[config.mk]
export PLATFORM = sky130hd
export DESIGN_NAME = canary_vote_cmp
export DESIGN_NICKNAME = d
export VERILOG_FILES = /design/src/rtl/canary_vote_pkg.sv /design/src/rtl/maj_vote.sv /design/src/rtl/row_fail.sv /design/src/rtl/thr_reg.sv /design/src/rtl/canary_vote_cmp.sv
export SDC_FILE = /design/constraint.sdc
export NUM_CORES = 1
export LEC_CHECK = 0
export ABC_AREA = 1
export ABC_CLOCK_PERIOD_IN_PS = 1300
export BUFFER_PORTS_ARGS = -buffer_cell sky130_fd_sc_hd__buf_4
export CAP_MARGIN = 20
export CORE_MARGIN = 3
export CORE_UTILIZATION = 38
export DETAILED_ROUTE_END_ITERATION = 6
export GPL_ROUTABILITY_DRIVEN = 0
export PLACE_DENSITY = 0.75
export SYNTH_ARGS = -nofsm -noshare
export SYNTH_HDL_FRONTEND = slang
export SYNTH_SLANG_ARGS = --single-unit
[constraint.sdc]
create_clock -name clk_i -period 1.3 [get_ports clk_i]
set_input_delay 0.13 -clock clk_i [delete_from_list [all_inputs] [get_ports clk_i]]
set_output_delay 0.13 -clock clk_i [all_outputs]
set_load 0.005 [all_outputs]
[src/rtl/canary_vote_pkg.sv]
package canary_vote_pkg;

  localparam int unsigned ROWS_DEF  = 8;
  localparam int unsigned VOTES_DEF = 3;

  // votes needed for a strict majority
  function automatic int unsigned need_votes(input int unsigned votes);
    return votes / 2 + 1;
  endfunction

endpackage

[src/rtl/maj_vote.sv]
module maj_vote #(
  parameter int unsigned VOTES = canary_vote_pkg::VOTES_DEF
) (
  input  logic [VOTES-1:0] flag_i,
  output logic             vote_o
);
  localparam int unsigned NEED = canary_vote_pkg::need_votes(VOTES);

  always_comb begin
    vote_o = ($countones(flag_i) >= NEED);
  end
endmodule

[src/rtl/row_fail.sv]
module row_fail #(
  parameter int unsigned VOTES = canary_vote_pkg::VOTES_DEF
) (
  input  logic [VOTES-1:0] one_i,
  input  logic [VOTES-1:0] zero_i,
  output logic             fail_o
);
  logic vote_one, vote_zero;

  maj_vote #(.VOTES(VOTES)) u_one  (.flag_i(one_i),  .vote_o(vote_one));
  maj_vote #(.VOTES(VOTES)) u_zero (.flag_i(zero_i), .vote_o(vote_zero));

  assign fail_o = vote_one | vote_zero;
endmodule

[src/rtl/thr_reg.sv]
module thr_reg #(
  parameter int unsigned W = canary_vote_pkg::ROWS_DEF
) (
  input  logic         clk_i,
  input  logic         rst_ni,
  input  logic         we_i,
  input  logic [W-1:0] wdata_i,
  output logic [W-1:0] thr_o
);
  always_ff @(posedge clk_i or negedge rst_ni) begin
    if (!rst_ni)   thr_o <= '1;
    else if (we_i) thr_o <= wdata_i;
  end
endmodule

[src/rtl/canary_vote_cmp.sv]
module canary_vote_cmp #(
  parameter int unsigned ROWS  = canary_vote_pkg::ROWS_DEF,
  parameter int unsigned VOTES = canary_vote_pkg::VOTES_DEF
) (
  input  logic                  clk_i,
  input  logic                  rst_ni,
  input  logic                  eval_i,
  input  logic [ROWS*VOTES-1:0] flag_one_i,
  input  logic [ROWS*VOTES-1:0] flag_zero_i,
  input  logic                  thr_we_i,
  input  logic [ROWS-1:0]       thr_wdata_i,
  output logic [ROWS-1:0]       status_o,
  output logic                  fail_o
);
  localparam int unsigned FW = ROWS * VOTES;

  logic [ROWS-1:0] row_d;
  logic [ROWS-1:0] thr_q;
  logic            above;

  for (genvar r = 0; r < ROWS; r++) begin : g_row
    row_fail #(.VOTES(VOTES)) u_row (
      .one_i  (flag_one_i [r*VOTES +: VOTES]),
      .zero_i (flag_zero_i[r*VOTES +: VOTES]),
      .fail_o (row_d[r])
    );
  end

  thr_reg #(.W(ROWS)) u_thr (
    .clk_i   (clk_i),
    .rst_ni  (rst_ni),
    .we_i    (thr_we_i),
    .wdata_i (thr_wdata_i),
    .thr_o   (thr_q)
  );

  // unsigned compare, strict
  assign above = (row_d > thr_q);

  always_ff @(posedge clk_i or negedge rst_ni) begin
    if (!rst_ni) begin
      status_o <= '0;
      fail_o   <= 1'b0;
    end else if (!eval_i) begin
      status_o <= '0;
      fail_o   <= 1'b0;
    end else begin
      status_o <= row_d;
      fail_o   <= above;
    end
  end

  logic unused_fw;
  assign unused_fw = (FW == 0);
endmodule

# Yosys cells after proc, flatten, opt, wreduce, memory -nomap -nowiden
# Cells that the tools add are included.
# totals
reg_bits,17
in_bits,60
out_inout_bits,9
word_cells,62
# op_classes
n_addsub,32
n_lt_le_gt_ge,17
mux,2
bitwise,8
# op_table
cell,n
adder 32 x 1 -> 32 bit,16
greater-or-equal comparator 32 x 2 -> 1 bit (second input constant),16
adder 1 x 1 -> 2 bit,16
> comparator 8 bit,1
2-to-1 mux 8 bit,1
OR 1 bit,8
2-to-1 mux 1 bit,1

# Longest topological paths before layout
# Gate-level depths: netlist (run 1).
# depth
depth_word,6
depth_mapped,12
mapped_depth_nobuf,12

# Hierarchy
# A second synthesis (run 1) with hierarchy kept.
# hier_totals
cells_unflattened,187
hier_area_um2,1306.3
# by_module_without_submodules
mod,n_inst,cells_each,area_per_inst_um2,seq_area_each_um2
canary_vote_cmp,1,65,520.5,225.2
maj_vote,16,4,23.8,0.0
thr_reg,1,34,315.3,210.2
row_fail,8,3,11.3,0.0

# Worst setup path before layout (run 1)
# OpenSTA, ideal clock, no wires.
# synth_path
path_type,input to register
startpoint,in flag_zero_i[21]
endpoint,reg fail_o
setup_time_ps,121
arrival_ps,1190
required_time_ps,1179
slack_ps,-11
path_stages,9
path_buffers,0
cell_sequence,ha_1 > a21oi_1 > nand2_1 > ha_1 > nand2_1 > nor2_2 > nand2_1 > nand2_1 > a21oi_1
# synth_via
elab_chain_cells,6
# synth_rtl
item,line_no,rtl
"start, declared",canary_vote_cmp.sv:9,"input logic [ROWS*VOTES-1:0] flag_zero_i,"
adder 1 x 1 -> 2 bit (not written as such),maj_vote.sv:10,vote_o = ($countones(flag_i) >= NEED);
adder 32 x 1 -> 32 bit (not written as such),maj_vote.sv:10,
greater-or-equal comparator 32 x 2 -> 1 bit,maj_vote.sv:10,
OR 1 bit,row_fail.sv:13,assign fail_o = vote_one | vote_zero;
> comparator 8 bit,canary_vote_cmp.sv:38,assign above = (row_d > thr_q);
2-to-1 mux 1 bit,canary_vote_cmp.sv:44,end else if (!eval_i) begin
"end signal, assigned",canary_vote_cmp.sv:49,fail_o <= above;
"end, declared",canary_vote_cmp.sv:13,output logic fail_o
# No other way between the ends.
# A chain may end at the register's enable or synchronous reset.

# Final worst setup path (run 1)
# layout_path
startpoint,reg u_thr.thr_o[5]
endpoint,reg fail_o
# layout_via
elab_chain_cells,2
# layout_rtl
item,line_no,rtl
"start, declared",thr_reg.sv:8,output logic [W-1:0] thr_o
"start signal, assigned",thr_reg.sv:12,else if (we_i) thr_o <= wdata_i;
> comparator 8 bit,canary_vote_cmp.sv:38,
2-to-1 mux 1 bit,canary_vote_cmp.sv:44,
# No other way between the ends.

==> reports/results.ini, run 1 <==
[sta]
setup_viol_count_final = 1
worstMarginPinSlew_ns = 0.216
final.min_clock_period_ns = 1.32
tns_ns = -0.0243
rsz0062_at_grt = yes
maxSlewHeadroom_pct = 85.6
hold_violations = 0
final.setup.worst_slack_ns = -0.0243
slew_violations = 0
fin_crit_sh_pct = 102
fin_worst_skew_ns = 0.00774
maxClockFrequency_mhz = 755
hold_slack_ns = 0.0451

[logic_synthesis]
synthMostInstantiatedCell = nand2_1
netlist_instances = 129
ys_top_cells_by_count = nand2_1 (35), ha_1 (24), inv_1 (19)
synth.largest_area_cell = ha_1
synth_top_area_share_pct = 26.7
avgSynthCellArea_um2 = 8.73
async_reset_ff_share_pct = 100
synth_fp_nets = 213
yosysSeqAreaShare_pct = 38.7
ys.flop_type = dfrtp_1
syn-cell-area_um2 = 1130
ys_ff_latch = 17
yosys_warnings = 0
ys_top_cells_by_area = ha_1 (27%), dfrtp_1 (20%), dfstp_2 (19%)
synth_edf_count = 0
synth.distinct_cells = 13

[die]
coreArea_um2 = 2780
die_x_um = 60.4
die_y_um = 60.4
start_util_pct = 40.5
rows = 19
die_area_um2 = 3650
ios = 69

[clock_tree]
clk_path_buf_depth = 2
cts-root-buf = clkbuf_4
numCtsBuffers = 3
clk_latency_ns = 0.30
path_clk_slew_ns = 0.10
h-tree-depth = 1
cts_num_sinks = 17
cts_tree = done

[critical_path]
arrival_ns = 1.56
crit_path_max_fanout = 2
crit_type = reg2reg
required_ns = 1.54
worstSetupEndpointType = flip-flop
start_kind = flip-flop

[detailed_routing]
routed_wl_mm = 3.07
first_pass_iters = 2
dr_total_vias = 1135
wl_per_cell_um = 13.0
routed_via_density = 4.83
ant_nets = 0
drtIter0Drc = 14
drc = 0

[pwr]
peakVddDrop_mv = 0.584
pwr_density_cell_nw_per_um2 = 796
p_leak_nw = 0.992
fin_total_pwr_mw = 1.50

[global_route]
grt_usage_pct = 16.7
grt_pass1_vias = 1149
grt_overflow = 0
grt_max_degree = 18
grt_pass1_wl_mm = 4.55
antenna_found_initial = 0

[place]
place_area_um2 = 1720
dp_hpwl_mm = 2.42
io_buffers = 68

[status]
failed_checks = setup timing
status = finished with violations

[final_layout]
final_nets = 289
antenna_cells = 0
design_area_um2 = 1880
area_growth_syn_to_layout_pct = 67.3
layout-drive-gt1-share_pct = 55.9

[run]
maxCapViolCount = 0

[worst_hold_path]
min_path_type = in2reg

registers in the layout (all words and copies together) (netlist names):
name / cells
u_thr.thr_o: 8
status_o: 8
fail_o: 1
cell type report:
class,instances,area (µm²)
multi-input combinational,91,762
inverter,19,71.3
clock buffer,4,26.3
sequential,17,435
tap,31,38.8
timing repair buffer,73,551
fill,228,897
worst max-delay path, cell delays in order, from the launching register on:
cell	delay, ns
dfstp_2	0.54
inv_2	0.05
ha_4	0.27
nand2_2	0.06
nor2_2	0.12
nand2_1	0.08
a21oi_2	0.14
what timing repair did:
| item | in CTS | in global routing |
|---|---|---|
| hold buffers | 1 | 0 |
| resized for setup | 3 | 22 |
| setup endpoints to repair | 1 | 1 |
| hold endpoints to repair | 17 | 0 |
| buffers inserted | 0 | 2 |
| pin swaps | 3 | 16 |
| cloned | 0 | 0 |
cell families after synthesis:
| logic type | count (synthesis) | share of synthesized area (%) |
|---|---|---|
| flops | 17 | 38.7 |
| simple gates | 41 | 14.0 |
| fa+ha+maj | 24 | 26.7 |
| compound gates | 25 | 11.3 |
| buf+inv | 21 | 8.33 |
| mux | 1 | 1.00 |
power by group:
part           internal, mW  switching, mW  leakage [nW]
combinational         0.333          0.264         0.780
clock                 0.120          0.170        0.0150
sequential            0.595         0.0189         0.196
worst paths after layout:
check / start / endpoint / slack, ns / depth (start not counted)
worst max-delay path: u_thr.thr_o[5] / fail_o / -0.02 / 6
worst min register to register: u_thr.thr_o[1] / u_thr.thr_o[1] / 0.50 / 2
min in group asynchronous: rst_ni / status_o[7] / 0.23 / 2
max in group asynchronous: rst_ni / u_thr.thr_o[1] / 0.82 / 2
worst max register to register: u_thr.thr_o[5] / fail_o / -0.02 / 6
worst min-delay path: thr_wdata_i[5] / u_thr.thr_o[5] / 0.05 / 3
metal layers:
metal / GRT usage (%) / part of all wire [%]
met5: 0 / 0
met4: 4.33 / 0.62
met3: 4.04 / 7.2
met2: 34.4 / 57
met1: 16.1 / 35
placed cells by master, fill, tap and decap left out:
cell	count
buf_4	72
nand2_1	29
a21oi_1	15
ha_1	13
inv_1	11
ha_4	11
dfrtp_1	9
inv_2	8
dfstp_2	8
o21ai_0	7
nand2_2	6
nor2_2	3
clkbuf_4	3
nor2_1	2
a21oi_2	2
nand3_1	1
a21o_1	1
mux2_2	1
clkbuf_1	1
dlygate4sd3_1	1
per-stage QoR:
step / utilization (%) / instances / setup slack [ns]
global placement: 61.8 / 228 / -0.173
CTS: 64.1 / 233 / 0.00860
floorplan: - / 129 / 0.0105
detailed placement: 61.8 / 228 / -0.234
finish: 67.7 / 235 / -0.0243
global route: 67.7 / 235 / -0.0829
Power figures use the tool's default switching activity.
==> run 2: changes to the inputs <==
--- a/config.mk
+++ b/config.mk
@@ -6,7 +6,7 @@
 export NUM_CORES = 1
 export LEC_CHECK = 0
 export ABC_AREA = 1
-export ABC_CLOCK_PERIOD_IN_PS = 1300
+export ABC_CLOCK_PERIOD_IN_PS = 1130
 export BUFFER_PORTS_ARGS = -buffer_cell sky130_fd_sc_hd__buf_4
 export CAP_MARGIN = 20
 export CORE_MARGIN = 3
@@ -14,6 +14,7 @@
 export DETAILED_ROUTE_END_ITERATION = 6
 export GPL_ROUTABILITY_DRIVEN = 0
 export PLACE_DENSITY = 0.75
+export SKIP_CTS_REPAIR_TIMING = 1
 export SYNTH_ARGS = -nofsm -noshare
 export SYNTH_HDL_FRONTEND = slang
 export SYNTH_SLANG_ARGS = --single-unit
==> constraint.sdc (replaced) <==
create_clock -name clk_i -period 1.13 [get_ports clk_i]
set_input_delay 0.113 -clock clk_i [delete_from_list [all_inputs] [get_ports clk_i]]
set_output_delay 0.113 -clock clk_i [all_outputs]
set_load 0.005 [all_outputs]
==> run 2 against run 1 <==
Compared with the run above: the flow still finishes with violations (setup timing); die area unchanged; maximum frequency is 4.0% higher; via count is 0.88% lower; hold slack got worse by 0.023 ns; combinational power grew 20%; clock skew is 0.0052 ns lower; final area increased by 2.7%; clock power grew 17%; global-route usage fell by 0.96 points.
==> reports/results.ini, run 2 (synthesized netlist as in run 1, its figures left out) <==
[status]
status = finished with violations
failed_checks = setup timing

[place]
place_ws_ns = -0.379
place_area_um2 = 1780
dp_hpwl_mm = 2.34
place_inst = 229
io_buffers = 68

[global_route]
grt_usage_pct = 15.7
grt_pass1_wl_mm = 4.37
grt_pass1_vias = 1065
grt_max_degree = 18
antenna_found_initial = 0
grt_overflow = 0

[clock_tree]
clk_path_buf_depth = 2
numCtsBuffers = 3
path_clk_slew_ns = 0.10
cts_num_sinks = 17
cts_tree = done
clk_latency_ns = 0.30
h-tree-depth = 1
cts-root-buf = clkbuf_4

[sta]
maxSlewHeadroom_pct = 84.9
final.min_clock_period_ns = 1.27
hold_violations = 0
fin_crit_sh_pct = 113
maxClockFrequency_mhz = 785
rsz0062_at_grt = yes
final.setup.worst_slack_ns = -0.144
fin_worst_skew_ns = 0.00259
tns_ns = -0.144
slew_violations = 0
setup_viol_count_final = 1
worstMarginPinSlew_ns = 0.227

[worst_hold_path]
min_path_type = in2reg

[final_layout]
final_common_cell = buf_4
largestRegisters = status_o (8), u_thr.thr_o (8), fail_o (1)
area_growth_syn_to_layout_pct = 71.8
layout-drive-gt1-share_pct = 55.7
final_nets = 288
design_area_um2 = 1930
layout_common_cells = buf_4 (71), nand2_1 (30), a21oi_1 (15), ha_4 (15), inv_1 (12)
antenna_cells = 0
fin_cells = 234

[critical_path]
start_kind = flip-flop
crit_chain = inv_2 -> ha_4 -> nand2_4 -> inv_2 -> nand2_1 -> nand2_1 -> nand2_1 -> a21oi_1
worstSetupEndpointType = flip-flop
max_stage_delay_ns = 0.55
arrival_ns = 1.51
slowest_stage = dfstp_2
crit_type = reg2reg
crit_path_max_fanout = 2
crit_top_cell = nand2_1
required_ns = 1.36

[die]
start_util_pct = 40.5
rows = 19
coreArea_um2 = 2780
die_x_um = 60.4
die_y_um = 60.4
die_area_um2 = 3650
ios = 69

[pwr]
pwr_density_cell_nw_per_um2 = 909
fin_total_pwr_mw = 1.76
peakVddDrop_mv = 0.814
p_leak_nw = 0.999

[detailed_routing]
first_pass_iters = 4
wl_per_cell_um = 13.3
dr_total_vias = 1125
drtIter0Drc = 15
ant_nets = 0
routed_wl_mm = 3.11
drc = 0
routed_via_density = 4.81

[run]
maxCapViolCount = 0

==> run 2: layer usage <==
metal  wire length [µm]  vias up  track usage [%]
met5                  0        -                0
li1                   -      564                -
met3                289        2             3.19
met4                 30        0             3.72
met1               1090      510             18.0
met2               1700       49             29.8
==> run 2: worst max-delay path, delay by kind of cell, from the launching register on <==
kind | cells | cell delay, ns
flip-flops | 1 | 0.55
adder cells (fa/ha/maj) | 1 | 0.27
AND/OR/NAND/NOR | 4 | 0.19
AO/OA/AOI/OAI | 1 | 0.11
buffers and inverters | 2 | 0.10
==> run 2: stage by stage <==
step | hold slack [ns] | util, %
floorplan | -0.183 | -
global placement | -0.0105 | 64.0
detailed placement | -0.00638 | 64.0
CTS | -0.331 | 64.9
global route | 0.0323 | 69.5
finish | 0.0220 | 69.5
==> run 2: final cells by class <==
class,instances,area [µm²]
Clock buffer,4,26.3
Fill cell,221,847
Inverter,19,71.3
Multi-Input combinational cell,91,820
Sequential cell,17,435
Tap cell,31,38.8
Timing Repair Buffer,72,543
==> run 2: report_power, final <==
part           switching, mW  leakage, nW  internal, mW
combinational          0.318        0.788         0.398
sequential            0.0204        0.196         0.684
clock                  0.200       0.0150         0.138
total                  0.539        0.999          1.22
==> run 2: path summary, 6_finish.rpt <==
| path | endpoint | startpoint | slack (ns) | depth (start not counted) |
|---|---|---|---|---|
| worst min-delay path | u_thr.thr_o[3] | thr_wdata_i[3] | 0.02 | 3 |
| max in group asynchronous | u_thr.thr_o[7] | rst_ni | 0.66 | 2 |
| worst max register to register | fail_o | u_thr.thr_o[2] | -0.14 | 8 |
| worst min register to register | u_thr.thr_o[5] | u_thr.thr_o[5] | 0.50 | 2 |
| min in group asynchronous | status_o[6] | rst_ni | 0.21 | 2 |
| worst max-delay path | fail_o | u_thr.thr_o[2] | -0.14 | 8 |
==> run 3: changes to the inputs <==
--- a/config.mk
+++ b/config.mk
@@ -5,15 +5,15 @@
 export SDC_FILE = /design/constraint.sdc
 export NUM_CORES = 1
 export LEC_CHECK = 0
-export ABC_AREA = 1
-export ABC_CLOCK_PERIOD_IN_PS = 1130
+export ABC_AREA = 0
+export ABC_CLOCK_PERIOD_IN_PS = 1400
 export BUFFER_PORTS_ARGS = -buffer_cell sky130_fd_sc_hd__buf_4
 export CAP_MARGIN = 20
 export CORE_MARGIN = 3
-export CORE_UTILIZATION = 38
+export CORE_UTILIZATION = 42
 export DETAILED_ROUTE_END_ITERATION = 6
 export GPL_ROUTABILITY_DRIVEN = 0
-export PLACE_DENSITY = 0.75
+export PLACE_DENSITY = 0.79
 export SKIP_CTS_REPAIR_TIMING = 1
 export SYNTH_ARGS = -nofsm -noshare
 export SYNTH_HDL_FRONTEND = slang
==> constraint.sdc (replaced) <==
create_clock -name clk_i -period 1.4 [get_ports clk_i]
set_input_delay 0.14 -clock clk_i [delete_from_list [all_inputs] [get_ports clk_i]]
set_output_delay 0.14 -clock clk_i [all_outputs]
set_load 0.005 [all_outputs]
==> run 3 against run 2 <==
Compared with the run above: the flow still finishes with violations (setup timing); global-route usage up 1.9 points; sequential cell count unchanged; sequential power down 19%; critical endpoint unchanged; largest cell class unchanged; highest routed layer unchanged.
==> reports/results.ini, run 3 <==
[sta]
maxSlewHeadroom_pct = 79.6
final.setup.worst_slack_ns = -0.0244
fin_crit_sh_pct = 102
slew_violations = 0
final.min_clock_period_ns = 1.42
fin_worst_skew_ns = 0.00125
setup_viol_count_final = 1
rsz0062_at_grt = yes
worstMarginPinSlew_ns = 0.305
maxClockFrequency_mhz = 702
hold_violations = 0

[logic_synthesis]
ys_top_cells_by_area = ha_1 (27%), dfrtp_1 (21%), dfstp_2 (19%)
synth.distinct_cells = 19
synth.largest_area_cell = ha_1
ys_ff_latch = 17
netlist_instances = 108
synthMostInstantiatedCell = ha_1
ys_top_cells_by_count = ha_1 (24), nand2_1 (22), a21oi_1 (11)
avgSynthCellArea_um2 = 10.1
syn-cell-area_um2 = 1100
synth_fp_nets = 192
async_reset_ff_share_pct = 100
yosys_warnings = 0
synth_top_area_share_pct = 27.4
yosysSeqAreaShare_pct = 39.7
synth_edf_count = 0
ys.flop_type = dfrtp_1

[final_layout]
layout_common_cells = buf_4 (70), nand2_1 (22), ha_1 (13)
final_nets = 268
area_growth_syn_to_layout_pct = 71.8
antenna_cells = 0
fill_cells = 148
largestRegisters = status_o (8), u_thr.thr_o (8), fail_o (1)
final_common_cell = buf_4
layout-drive-gt1-share_pct = 60.1

[global_route]
grt_pass1_vias = 1052
antenna_found_initial = 0
grt_pass1_wl_mm = 4.51
grt_max_degree = 18
grt_usage_pct = 17.6
grt_overflow = 0

[critical_path]
required_ns = 1.59
start_kind = flip-flop
arrival_ns = 1.61
worstSetupEndpointType = flip-flop
worst_r2r_endpoint = fail_o
rr_worst_depth = 6
r2r-start = u_thr.thr_o[1]
r2r_setup_slack_ns = -0.02
crit_path_max_fanout = 2
crit_type = reg2reg

[die]
die_y_um = 57.1
ios = 69
die_x_um = 57.1
start_util_pct = 46.8
die_area_um2 = 3260
coreArea_um2 = 2340
rows = 17

[detailed_routing]
routed_wl_mm = 3.19
first_pass_iters = 4
ant_nets = 0
drtIter0Drc = 20
drc = 0
wl_per_cell_um = 15.1
routed_via_density = 5.14
dr_total_vias = 1085

[clock_tree]
cts_tree = done
clk_latency_ns = 0.29
path_clk_slew_ns = 0.10
h-tree-depth = 1
numCtsBuffers = 3
clk_path_buf_depth = 2
cts-root-buf = clkbuf_4
cts_num_sinks = 17

[pwr]
p_leak_nw = 0.917
pwr_density_cell_nw_per_um2 = 746
fin_total_pwr_mw = 1.40
peakVddDrop_mv = 0.751

[worst_hold_path]
hold_end = u_thr.thr_o[5]
min_path_cells = 3
min_path_type = in2reg
hp-start = thr_wdata_i[5]

[place]
place_ws_ns = -0.380
dp_hpwl_mm = 2.37
io_buffers = 68

[run]
maxCapViolCount = 0

[status]
failed_checks = setup timing
status = finished with violations

[run 3: cell count changes in the layout (fill, tap and decap cells not counted), sizes merged, moves of 2 or more]
| cell | change |
|---|---|
| nand4 | +2 |
| nand2 | -13 |
| nor2 | -4 |
| a211oi | +7 |
| o21ai | +2 |
| a21oi | -5 |
| inv | -11 |
[run 3: critical path: stages (launching register included)]
cell and delay (ns):
dfstp_2 0.54, inv_2 0.05, ha_4 0.23, nor2b_4 0.12
o211ai_2 0.13, a21oi_1 0.09, o21ba_1 0.17
[run 3: cell families after synthesis]
kind of cell	count (synthesis)	share of synthesized area, %
AOI/OAI and AO/OA	31	17.6
and+or+nand+nor	26	10.8
adders and majority gates	24	27.4
DFF	17	39.7
buffers and inverters	9	3.43
muxes	1	1.03
[run 3: worst max-delay path by stage]
| stage | start | end | slack [ns] | cells after the start |
|---|---|---|---|---|
| floorplan | flag_one_i[3] | fail_o | -0.14 | 8 |
| global placement | flag_one_i[3] | fail_o | -0.33 | 9 |
| detailed placement | flag_one_i[18] | fail_o | -0.38 | 8 |
| CTS | flag_one_i[18] | fail_o | -0.11 | 8 |
| global route | flag_one_i[0] | fail_o | -0.09 | 9 |
| finish | u_thr.thr_o[1] | fail_o | -0.02 | 6 |
[run 3: layout make-up]
cell class	count	area (µm²)	share of cell area, %
Clock buffer	3	22.5	1.20
Clock inverter	1	5.00	0.266
Inverter	8	30.0	1.59
Multi-Input combinational cell	82	808	42.9
Sequential cell	17	435	23.1
Tap cell	28	35.0	1.86
Timing Repair Buffer	72	547	29.0
[run 3: per-layer routing]
metal	global-route usage, %	share of wire (%)	vias up
li1	-	-	536
met1	18.8	37	496
met2	34.1	54	47
met5	0	0	-
met4	5.63	0.78	0
met3	3.39	8.1	6
[run 3: per-stage QoR]
stage / TNS (ns) / std cells / util (%) / hold slack (ns) / instance area (µm²)
5_1_grt: -0.0880 / 211 / 80.5 / 0.0484 / 1880
3_5_place_dp: -0.380 / 205 / 71.7 / 0.0176 / 1680
6_report: -0.0244 / 211 / 80.5 / 0.0528 / 1880
4_1_cts: -0.113 / 209 / 72.8 / -0.305 / 1700
3_3_place_gp: -0.331 / 205 / 71.7 / 0.0196 / 1680
2_1_floorplan: -0.136 / 108 / - / -0.156 / 1120
[run 3: report_power, final]
| part | total (mW) | switching [mW] | leakage, nW | internal [mW] |
|---|---|---|---|---|
| combinational | 0.573 | 0.246 | 0.703 | 0.327 |
| sequential | 0.567 | 0.0153 | 0.196 | 0.552 |
| clock | 0.263 | 0.157 | 0.0177 | 0.106 |
| total | 1.40 | 0.418 | 0.917 | 0.985 |
